### src/rtl/cm_pkg.sv
package cm_pkg;

    typedef enum logic [1:0] {
        OP_INC  = 2'b00,
        OP_DEC  = 2'b01,
        OP_JZ   = 2'b10,
        OP_HALT = 2'b11
    } cm_op_e;

    typedef enum logic [1:0] {
        ST_IDLE   = 2'b00,
        ST_RUN    = 2'b01,
        ST_HALTED = 2'b10
    } cm_state_e;

endpackage

### src/rtl/cm_prog_rom.sv
module cm_prog_rom #(
    parameter int DEPTH = 16,
    parameter int WIDTH = 9,
    parameter int AW    = $clog2(DEPTH)
) (
    input  logic             clk,
    input  logic             rst_n,
    input  logic             we,
    input  logic [AW-1:0]    waddr,
    input  logic [WIDTH-1:0] wdata,
    input  logic [AW-1:0]    raddr,
    output logic [WIDTH-1:0] rdata,
    output logic [AW:0]      len
);

    logic [WIDTH-1:0] mem [DEPTH];
    logic [AW:0]      len_q;
    logic [AW:0]      waddr_p1;

    assign waddr_p1 = {1'b0, waddr} + (AW+1)'(1);

    always_ff @(posedge clk) begin
        if (we) mem[waddr] <= wdata;
    end

    // Program length tracks the highest written address plus one
    always_ff @(posedge clk) begin
        if (!rst_n)                        len_q <= '0;
        else if (we && waddr_p1 > len_q)   len_q <= waddr_p1;
    end

    assign rdata = mem[raddr];
    assign len   = len_q;

    AST_LEN_BOUND: assert property (@(posedge clk) disable iff (!rst_n)
        len_q <= (AW+1)'(DEPTH));

endmodule

### src/rtl/cm_reg_bank.sv
module cm_reg_bank #(
    parameter int REG_W    = 8,
    parameter int NUM_REGS = 8,
    parameter int RIDX_W   = $clog2(NUM_REGS)
) (
    input  logic              clk,
    input  logic              rst_n,
    input  logic              load_en,
    input  logic [RIDX_W-1:0] load_idx,
    input  logic [REG_W-1:0]  load_val,
    input  logic [RIDX_W-1:0] rb_idx,
    output logic [REG_W-1:0]  rb_val,
    input  logic              exec_en,
    input  logic              exec_inc,
    input  logic [RIDX_W-1:0] exec_idx,
    output logic [REG_W-1:0]  exec_val,
    output logic              sat_hit
);

    localparam logic [REG_W-1:0] MAX_VAL = '1;

    logic [REG_W-1:0] regs [NUM_REGS];
    logic [REG_W-1:0] upd_val;

    assign exec_val = regs[exec_idx];
    assign rb_val   = regs[rb_idx];
    assign sat_hit  = exec_en && exec_inc && (exec_val == MAX_VAL);

    always_comb begin
        if (exec_inc) upd_val = (exec_val == MAX_VAL) ? exec_val : exec_val + REG_W'(1);
        else          upd_val = (exec_val == '0)      ? exec_val : exec_val - REG_W'(1);
    end

    for (genvar g = 0; g < NUM_REGS; g++) begin : g_reg
        always_ff @(posedge clk) begin
            if (!rst_n)
                regs[g] <= '0;
            else if (exec_en && exec_idx == RIDX_W'(g))
                regs[g] <= upd_val;
            else if (load_en && load_idx == RIDX_W'(g))
                regs[g] <= load_val;
        end
    end

    AST_DEC_FLOOR: assert property (@(posedge clk) disable iff (!rst_n)
        (exec_en && !exec_inc && exec_val == '0) |=> regs[$past(exec_idx)] == '0);

    AST_INC_SAT: assert property (@(posedge clk) disable iff (!rst_n)
        (exec_en && exec_inc && exec_val == MAX_VAL) |=> regs[$past(exec_idx)] == MAX_VAL);

endmodule

### src/rtl/cm_exec.sv
module cm_exec
    import cm_pkg::*;
#(
    parameter  int REG_W      = 8,
    parameter  int NUM_REGS   = 8,
    parameter  int PROG_DEPTH = 16,
    localparam int RIDX_W     = $clog2(NUM_REGS),
    localparam int PC_W       = $clog2(PROG_DEPTH),
    localparam int INSTR_W    = 2 + RIDX_W + PC_W
) (
    input  logic               clk,
    input  logic               rst_n,
    input  logic               start,
    input  logic               prog_we,
    input  logic [PC_W-1:0]    prog_addr,
    input  logic [INSTR_W-1:0] prog_wdata,
    input  logic               reg_we,
    input  logic [RIDX_W-1:0]  reg_addr,
    input  logic [REG_W-1:0]   reg_wdata,
    output logic [REG_W-1:0]   reg_rdata,
    output logic               halted,
    output logic               overflow,
    output logic               jump_err,
    output logic [PC_W-1:0]    ip
);

    cm_state_e state_q, state_n;
    logic [PC_W-1:0]    ip_q, ip_n;
    logic               ovf_q, err_q, set_err;
    logic               exec_en, exec_inc, sat_hit, launch, running;
    logic [INSTR_W-1:0] instr;
    logic [PC_W:0]      prog_len;
    logic [REG_W-1:0]   exec_val;
    cm_op_e             op;
    logic [RIDX_W-1:0]  ridx;
    logic [PC_W-1:0]    tgt;
    logic               ip_bad, tgt_bad, seq_bad, cur_zero;

    assign running = (state_q == ST_RUN);
    assign launch  = start && !running;

    cm_prog_rom #(.DEPTH(PROG_DEPTH), .WIDTH(INSTR_W), .AW(PC_W)) u_rom (
        .clk   (clk),
        .rst_n (rst_n),
        .we    (prog_we && !running),
        .waddr (prog_addr),
        .wdata (prog_wdata),
        .raddr (ip_q),
        .rdata (instr),
        .len   (prog_len)
    );

    cm_reg_bank #(.REG_W(REG_W), .NUM_REGS(NUM_REGS), .RIDX_W(RIDX_W)) u_regs (
        .clk      (clk),
        .rst_n    (rst_n),
        .load_en  (reg_we && !running),
        .load_idx (reg_addr),
        .load_val (reg_wdata),
        .rb_idx   (reg_addr),
        .rb_val   (reg_rdata),
        .exec_en  (exec_en),
        .exec_inc (exec_inc),
        .exec_idx (ridx),
        .exec_val (exec_val),
        .sat_hit  (sat_hit)
    );

    // Instruction field decode
    assign op       = cm_op_e'(instr[INSTR_W-1 -: 2]);
    assign ridx     = instr[PC_W +: RIDX_W];
    assign tgt      = instr[PC_W-1:0];
    assign cur_zero = (exec_val == '0);
    assign ip_bad   = {1'b0, ip_q} >= prog_len;
    assign tgt_bad  = {1'b0, tgt}  >= prog_len;
    assign seq_bad  = ({1'b0, ip_q} + (PC_W+1)'(1)) >= prog_len;

    // Next-state and execute decisions
    always_comb begin
        state_n  = state_q;
        ip_n     = ip_q;
        set_err  = 1'b0;
        exec_en  = 1'b0;
        exec_inc = 1'b0;
        unique case (state_q)
            ST_IDLE, ST_HALTED: begin
                if (start) begin
                    state_n = ST_RUN;
                    ip_n    = '0;
                end
            end
            ST_RUN: begin
                if (ip_bad) begin
                    state_n = ST_HALTED;
                    set_err = 1'b1;
                end else begin
                    unique case (op)
                        OP_INC, OP_DEC: begin
                            exec_en  = 1'b1;
                            exec_inc = (op == OP_INC);
                            if (seq_bad) begin
                                state_n = ST_HALTED;
                                set_err = 1'b1;
                            end else begin
                                ip_n = ip_q + PC_W'(1);
                            end
                        end
                        OP_JZ: begin
                            if (cur_zero) begin
                                if (tgt_bad) begin
                                    state_n = ST_HALTED;
                                    set_err = 1'b1;
                                end else begin
                                    ip_n = tgt;
                                end
                            end else if (seq_bad) begin
                                state_n = ST_HALTED;
                                set_err = 1'b1;
                            end else begin
                                ip_n = ip_q + PC_W'(1);
                            end
                        end
                        OP_HALT: state_n = ST_HALTED;
                        default: state_n = ST_HALTED;
                    endcase
                end
            end
            default: state_n = ST_IDLE;
        endcase
    end

    // State register
    always_ff @(posedge clk) begin
        if (!rst_n) begin
            state_q <= ST_IDLE;
            ip_q    <= '0;
        end else begin
            state_q <= state_n;
            ip_q    <= ip_n;
        end
    end

    // Flag and output registers
    always_ff @(posedge clk) begin
        if (!rst_n) begin
            ovf_q <= 1'b0;
            err_q <= 1'b0;
        end else if (launch) begin
            ovf_q <= 1'b0;
            err_q <= 1'b0;
        end else begin
            if (sat_hit) ovf_q <= 1'b1;
            if (set_err) err_q <= 1'b1;
        end
    end

    assign halted   = (state_q == ST_HALTED);
    assign overflow = ovf_q;
    assign jump_err = err_q;
    assign ip       = ip_q;

    AST_HALT_STAYS: assert property (@(posedge clk) disable iff (!rst_n)
        (halted && !start) |=> (halted && $stable(ip)));

    AST_JZ_TAKEN: assert property (@(posedge clk) disable iff (!rst_n)
        (running && !ip_bad && op == OP_JZ && cur_zero && !tgt_bad) |=> ip == $past(tgt));

    AST_ERR_NOT_RUN: assert property (@(posedge clk) disable iff (!rst_n)
        jump_err |-> !running);

    AST_OVF_STICKY: assert property (@(posedge clk) disable iff (!rst_n)
        (overflow && !launch) |=> overflow);

endmodule

### config.mk
export PLATFORM = sky130hd
export DESIGN_NAME = cm_exec
export DESIGN_NICKNAME = d
export VERILOG_FILES = /design/src/rtl/cm_pkg.sv /design/src/rtl/cm_prog_rom.sv /design/src/rtl/cm_reg_bank.sv /design/src/rtl/cm_exec.sv
export SDC_FILE = /design/constraint.sdc
export NUM_CORES = 1
export LEC_CHECK = 0
export CORE_ASPECT_RATIO = 1.4
export CORE_MARGIN = 3
export CORE_UTILIZATION = 56
export DETAILED_ROUTE_END_ITERATION = 16
export PLACE_DENSITY = 0.77
export SYNTH_ARGS = -nofsm -noshare
export SYNTH_HDL_FRONTEND = slang
export SYNTH_SLANG_ARGS = --single-unit
### constraint.sdc
create_clock -name clk -period 4.4 [get_ports clk]
set_clock_uncertainty 0.05 [all_clocks]
set_input_delay 1.1 -clock clk [delete_from_list [all_inputs] [get_ports clk]]
set_output_delay 1.1 -clock clk [all_outputs]
set_load 0.02 [all_outputs]
==> results by group, run 1 <==
Synth
  • Netlist area before placement: 12100 sq um
  • Syn. warnings: 0
  • Number of distinct library cells after synthesis: 74
  • Number of instances in the synthesized netlist: 885
  • Most common flop cell mapped by yosys: sky130_fd_sc_hd__edfxtp_1
  • Syn nets: 940
  • Number of synthesized flops with an enable pin: 208
  • Fraction of the yosys area taken by sequential cells: 0.545
  • Share of async-settable or async-resettable flops after synthesis: 0
  • Count of state elements after synthesis: roughly 230
  • Average instance area after synthesis: 13.7 sq um

Clocking
  • Clock tree root driver cell: sky130_fd_sc_hd__clkbuf_16
  • Num Clock Sinks: 225
  • Clock tree from TritonCTS: built
  • Clock latency on the worst-skew pair: 0.51 ns
  • Maximum root-to-sink buffer count: 3
  • Worst-path clk slew: 0.07 ns
  • Quantity of hold-fixing buffers added after cts: 0
  • H-tree level count: 1
  • TritonCTS Buffers: 21

Pwr
  • Leakage power: between 4 and 5 nW
  • Areal power density over the cells: ~340 nW/um^2
  • Worst VDD drop: between 0.0004 and 0.0005 V

GRT
  • GRT overflow: 0
  • Wire length of the first global-routing pass: approximately 47000 microns
  • Maximum number of pins on one net before global-route repair: 75
  • Aggregate global-route resource usage: 0.266
  • Number of antenna violations at the first check in global routing: 0
  • Vias in the first global route: ~8300

Route
  • Final wirelength: 31000 microns
  • DRC violation count after routing: 0
  • Number of optimization iterations in the first detailed-route pass: 5
  • Detail-routed net length per standard cell: 24.9 microns
  • Routed vias: 8188
  • DR vias/cell: 6.56
  • Remaining number of nets flagged by the antenna check after routing: 0
  • Number of design-rule violations left by the first detailed-router iteration: roughly 900

Die
  • FP Rows: 62
  • Die H: 180 microns
  • Top-level port count: between 40 and 50
  • Placeable core area: 20900 sq um
  • Chip Width: 130 microns
  • Die area: approximately 23000 sq um
  • Effective utilization at floorplan: 0.579

STA
  • Final cycle utilization of the critical path: 0.986
  • Upper clock frequency limit: 0.230 GHz
  • Max transition margin: 0.473
  • Setup tns final: 0 ns
  • Unrepaired setup endpoints after global routing: false
  • Measured slew at the worst slew-check pin: slightly below 0.8 ns
  • Max-slew violation total from the final report: 0
  • Finish-stage setup viols: 0
  • Final hold violation count: 0
  • Crit path time final: ~4.3 ns

Cells and area
  • Area grow syn2layout: 16.2%
  • Most used cells in the layout excluding fill and tap cells: sky130_fd_sc_hd__edfxtp_1 (208), sky130_fd_sc_hd__nand2_1 (108), sky130_fd_sc_hd__buf_4 (70), sky130_fd_sc_hd__mux2i_1 (64), sky130_fd_sc_hd__mux4_2 (57)
  • Share of post-route cells with drive strength above 1: 0.226
  • Leading cell type in the layout, fill and taps excluded: sky130_fd_sc_hd__edfxtp_1
  • Final-stage net count: 1033
  • Number of non-filler instances in the completed layout: 1248
  • Antenna Diode Count: 0

Critical path
  • Worst EP required: 4.61 ns
  • Largest fanout of any net on the critical path: 10
  • Arrival time of data at the critical path endpoint: 4.55 ns
  • Worst Setup Start Kind: register
  • Kind of end point of the critical path: register
  • Critical setup path kind: register to register

Placement
  • Gpl congestion: approximately 0.99
  • Total half-perimeter wirelength after legalization and detailed placement: 22000 microns
  • PortBufs: 43
  • DP Cell Count: 1209

Outcome
  • Status: finished, final reports clean

Min path
  • Tightest Hold Check Type: register to register

Job
  • Max-cap check violation count: 0
critical path, stage by stage, from the launching register on:
cell                       delay, ns
sky130_fd_sc_hd__dfxtp_2        0.41
sky130_fd_sc_hd__buf_12         0.16
sky130_fd_sc_hd__mux4_2         0.51
sky130_fd_sc_hd__mux2i_1        0.27
sky130_fd_sc_hd__mux2_4         0.34
sky130_fd_sc_hd__buf_4          0.19
sky130_fd_sc_hd__mux2i_2        0.49
sky130_fd_sc_hd__ha_1           0.26
sky130_fd_sc_hd__and2_1         0.19
sky130_fd_sc_hd__a41oi_4        0.19
sky130_fd_sc_hd__buf_4          0.21
sky130_fd_sc_hd__a221oi_1       0.42
sky130_fd_sc_hd__a31oi_4        0.12
sky130_fd_sc_hd__a22o_1         0.26
report_power, final:
part | total (mW) | internal [mW] | switching (mW) | leakage, nW
combinational | 0.490 | 0.207 | 0.283 | 2.40
sequential | 2.42 | 2.39 | 0.0311 | 2.10
clock | 1.85 | 1.07 | 0.778 | 0.344
total | 4.75 | 3.66 | 1.09 | 4.84
Yosys cell counts (all sizes together), types with 3 or more instances:
library cell    n  area [sq um]
a31oi           3          33.8
nand4           3          18.8
o31ai           3          22.5
mux2i          70           742
mux2           14           161
o221ai          3          26.3
ha             26           325
a22o           26           228
nor3           11          55.1
a221oi          3          26.3
o21ai          37           215
and2            5          31.3
nor2           49           194
a21oi           6          30.0
edfxtp        208          6250
clkbuf         14          52.6
a311oi          3          26.3
nor3b           3          22.5
xnor2           5          51.3
buf            38           220
nand2b         45           282
dfxtp          17           340
nand3          13          70.1
a32o           12           120
nor2b           5          31.3
nand2         108           405
nor4           24           199
inv            14          52.6
o211ai          8          73.8
a211o           7          61.3
and3            6          37.5
or4             3          26.3
a211oi          3          27.5
mux4           57          1280
a21o            7          52.6
registers in the layout, indices dropped and copies added, names as in the netlist, named ones only:
name         count
u_rom.mem      144
u_regs.regs     64
u_rom.len        5
ip               4
state_q          2
jump_err         1
overflow         1
per-stage QoR:
step	hold slack, ns	area (sq um)	util	worst slack (ns)	power (mW)
2_1_floorplan	0.410	12100	-	0.311	2.74
3_3_place_gp	0.426	13200	0.634	0.0739	2.93
3_5_place_dp	0.438	13200	0.634	0.0655	2.94
4_1_cts	0.456	13900	0.668	0.0389	4.76
5_1_grt	0.478	14000	0.672	0.00757	4.90
6_report	0.447	14000	0.672	0.0609	4.75
per-layer routing:
layer | vias up | global-route usage | wire [microns]
met4 | 0 | 0.146 | 1890
met1 | 4050 | 0.295 | 10400
met3 | 114 | 0.0359 | 1800
met2 | 361 | 0.482 | 16900
li1 | 3663 | - | -
met5 | - | 0 | 0
path summary, 6_finish.rpt:
path / to / startpoint / slack, ns / cells after the start
min: u_rom.len[2]$_SDFFE_PN0P_ / u_rom.len[2]$_SDFFE_PN0P_ / 0.45 / 2
max: u_regs.regs[0][6]$_DFFE_PP_ / register / 0.06 / 13
max reg2reg: u_regs.regs[0][6]$_DFFE_PP_ / register / 0.06 / 13
min reg2reg: u_rom.len[2]$_SDFFE_PN0P_ / u_rom.len[2]$_SDFFE_PN0P_ / 0.45 / 2
cells by family (layout without fill, tap and decap cells):
| kind of cell | after synthesis | after routing | synth area share |
|---|---|---|---|
| AOI/OAI and AO/OA | 138 | 138 | 0.0964 |
| xor gates and xnor gates | 7 | 7 | 0.00570 |
| adders and majority gates | 26 | 26 | 0.0269 |
| buffers and inverters | 66 | 173 | 0.0269 |
| DFF | 225 | 225 | 0.545 |
| muxes | 141 | 141 | 0.181 |
| and+or+nand+nor | 282 | 282 | 0.118 |
repair_timing:
action | CTS | global route
buffers inserted | 0 | 2
endpoints found under the setup margin | 0 | 64
resized for setup | 0 | 9
layout make-up:
cell class,instances,area [sq um]
fillers,1450,6840
flip-flops and latches,225,6590
multi-input cells,594,5230
repair buffers,122,1140
clock buffers,28,592
well taps,256,320
clock inverters,9,108
inverters,14,52.6
No activity file was read; power rests on OpenSTA's default activity.
==> inputs of run 2 (changes only) <==
- REMOVE_ABC_BUFFERS: not set -> 1
- TNS_END_PERCENT: not set -> 100
==> run 2 against run 1 <==
  * Sequential power is essentially flat
  * Utilization is 0.13 points lower
  * Clock power about the same
  * Maximum frequency barely moved
  * Critical path type is now primary input to output port
  * Largest power group unchanged
  * Highest routed layer unchanged
==> results by group, run 2 (synthesis results as in run 1) <==
GRT
  • Vias in the first global route: 8287 (-0.14%)
  • GRT overflow: 0 (unchanged)
  • Aggregate global-route resource usage: 0.272 (+0.00588)
  • Wire length of the first global-routing pass: 48100 microns (+1.6%)
  • Maximum number of pins on one net before global-route repair: 77 (+2.7%)
  • Number of antenna violations at the first check in global routing: 0 (unchanged)

Critical path
  • Crit path max-delay family: buffers and inverters
  • Cell type with the highest occurrence count on the critical path: sky130_fd_sc_hd__clkdlybuf4s50_1
  • Worst Setup Start Kind: primary input
  • Number of buffer and inverter instances along the worst setup path: 3 (unchanged)
  • Arrival time of data at the critical path endpoint: 3.19 ns (-1.36 ns)
  • Delay of the slowest cell on the worst path: 0.55 ns (+0.04 ns)
  • Worst EP required: 3.25 ns (-1.36 ns)
  • Kind of end point of the critical path: output port
  • Critical setup path kind: primary input to output port
  • Cell-by-cell listing of the critical path: clkdlybuf4s50_1 > buf_12 > mux4_2 > mux2_2 > clkdlybuf4s50_1
  • Slowest cell on the critical path: sky130_fd_sc_hd__mux4_2
  • Largest fanout of any net on the critical path: 22 (+12)

Clocking
  • Clock tree from TritonCTS: built
  • Worst-path clk slew: 0.07 ns (about the same)
  • Quantity of hold-fixing buffers added after cts: 0 (unchanged)
  • TritonCTS Buffers: 22 (+4.8%)
  • Num Clock Sinks: 225 (unchanged)
  • H-tree level count: 1 (unchanged)
  • Maximum root-to-sink buffer count: 3 (unchanged)
  • Clock latency on the worst-skew pair: 0.51 ns (about the same)
  • Clock tree root driver cell: sky130_fd_sc_hd__clkbuf_16

Route
  • DR vias/cell: 6.52 (-0.60%)
  • Detail-routed net length per standard cell: 25.1 microns (+1.0%)
  • DRC violation count after routing: 0 (unchanged)
  • Number of optimization iterations in the first detailed-route pass: 5 (unchanged)
  • Routed vias: 8152 (-0.44%)
  • Number of design-rule violations left by the first detailed-router iteration: 662 (-25%)
  • Final wirelength: 31400 microns (+1.2%)
  • Remaining number of nets flagged by the antenna check after routing: 0 (unchanged)

STA
  • Max-slew violation total from the final report: 0 (unchanged)
  • Unrepaired setup endpoints after global routing: true
  • Max transition margin: 0.342 (-0.131)
  • Measured slew at the worst slew-check pin: 0.976 ns (+0.202 ns)
  • Upper clock frequency limit: 0.230 GHz (about the same)
  • Final WS setup: 0.0588 ns (-0.00217 ns)
  • Finish-stage setup viols: 0 (unchanged)
  • Final cycle utilization of the critical path: 0.987 (about the same)
  • Final hold violation count: 0 (unchanged)
  • Crit path time final: 4.34 ns (+0.00217 ns)

Placement
  • Total half-perimeter wirelength after legalization and detailed placement: 22200 microns (+1.1%)
  • PortBufs: 43 (unchanged)
  • Gpl congestion: 1.01 (+2.7%)
  • Placement Cell Area: 13200 sq um (about the same)
  • Worst slack at placement: 0.0286 ns (-0.0370 ns)

Die
  • Die area: 23400 sq um (unchanged)
  • Chip Width: 130 microns (unchanged)
  • Top-level port count: 44 (unchanged)
  • Placeable core area: 20900 sq um (unchanged)
  • FP Rows: 62 (unchanged)
  • Die H: 180 microns (unchanged)
  • Effective utilization at floorplan: 0.579 (unchanged)

Pwr
  • Switching power total: 1.10 mW (+1.2%)
  • Comb power frac: 0.100 (-0.003)
  • Clock network fraction of total power: 0.393 (+0.005)
  • Sequential share of power: 0.507 (-0.002)
  • Worst VDD drop: 0.000356 V (-29%)
  • Switching Fraction: 0.231 (+0.00193)
  • Areal power density over the cells: 341 nW/um^2 (+0.54%)
  • Internal power: 3.67 mW (about the same)
  • Leakage power: 4.85 nW (+0.10%)

Job
  • Max-cap check violation count: 0 (unchanged)

Cells and area
  • Max FFs per register: 144 (unchanged)
  • Area grow syn2layout: 15.9%
  • Most used cells in the layout excluding fill and tap cells: sky130_fd_sc_hd__edfxtp_1 (208), sky130_fd_sc_hd__nand2_1 (108), sky130_fd_sc_hd__buf_4 (71), sky130_fd_sc_hd__mux2i_1 (64), sky130_fd_sc_hd__mux4_2 (57)
  • Final cell area excluding filler cells: 14000 sq um (-0.20%)
  • Footprint of the flip-flops and latches: 6590 sq um (about the same)
  • Leading cell type in the layout, fill and taps excluded: sky130_fd_sc_hd__edfxtp_1
  • Final-stage net count: 1033 (unchanged)
  • Area of the multi-input gates: 5200 sq um (-0.57%)
  • Filler Cell Count: 1445 (-0.34%)
  • Antenna Diode Count: 0 (unchanged)
  • Register ranked first by flip-flop count: u_rom.mem
  • Share of post-route cells with drive strength above 1: 0.224 (-0.00146)

Outcome
  • Status: finished, final reports clean

Min path
  • Tightest Hold Check Type: register to register
[run 2: final timing paths]
check	cells past startpoint	slack (ns)	start	to
setup / recovery	5	0.06	reg_addr[0]	reg_rdata[5]
hold / removal	2	0.45	u_rom.len[2]$_SDFFE_PN0P_	u_rom.len[2]$_SDFFE_PN0P_
setup reg to reg	12	0.14	register	u_regs.regs[2][1]$_DFFE_PP_
hold reg to reg	2	0.45	u_rom.len[2]$_SDFFE_PN0P_	u_rom.len[2]$_SDFFE_PN0P_
[run 2: layout make-up]
| type | instances | area share |
|---|---|---|
| timing repair buffer | 121 | 0.0790 |
| inverter | 14 | 0.00375 |
| sequential | 225 | 0.471 |
| multi-input combinational | 594 | 0.372 |
| tap | 256 | 0.0229 |
| clock buffer | 24 | 0.0414 |
| clock inverter | 16 | 0.0107 |
[run 2: power by group through the flow]
stage | sequential [mW] | clock, mW | combinational [mW]
after floorplan | 2.45 | 0 | 0.266
after global placement | 2.46 | 0 | 0.462
after detailed placement | 2.47 | 0 | 0.468
after CTS | 2.42 | 1.89 | 0.472
after global routing | 2.42 | 1.98 | 0.515
final | 2.42 | 1.87 | 0.476
[run 2: metal layers]
| metal | global-route usage | vias up | part of all wire |
|---|---|---|---|
| met4 | 0.121 | 0 | 0.048 |
| li1 | - | 3666 | - |
| met3 | 0.0347 | 88 | 0.056 |
| met2 | 0.501 | 356 | 0.55 |
| met5 | 0 | - | 0 |
| met1 | 0.308 | 4042 | 0.34 |
[run 2: metrics by stage]
step	TNS, ns	instances	hold slack, ns	utilization	total power, mW
6_report	0	1250	0.450	0.671	4.77
5_1_grt	-0.155	1250	0.487	0.671	4.92
4_1_cts	0	1249	0.461	0.669	4.78
3_5_place_dp	0	1209	0.444	0.634	2.93
3_3_place_gp	-0.0346	1209	0.426	0.634	2.93
2_1_floorplan	-133.78	833	0.410	-	2.72
[run 2: worst min-delay path, cell delays in order (launching register included)]
cell	delay, ns
sky130_fd_sc_hd__dfxtp_1	0.33
sky130_fd_sc_hd__mux2i_1	0.06
sky130_fd_sc_hd__nor2_1	0.07
[run 2: what timing repair did]
item                                    CTS  global route
endpoints found under the setup margin    0            69
setup buffers                             0             1
resized for setup                         0             5
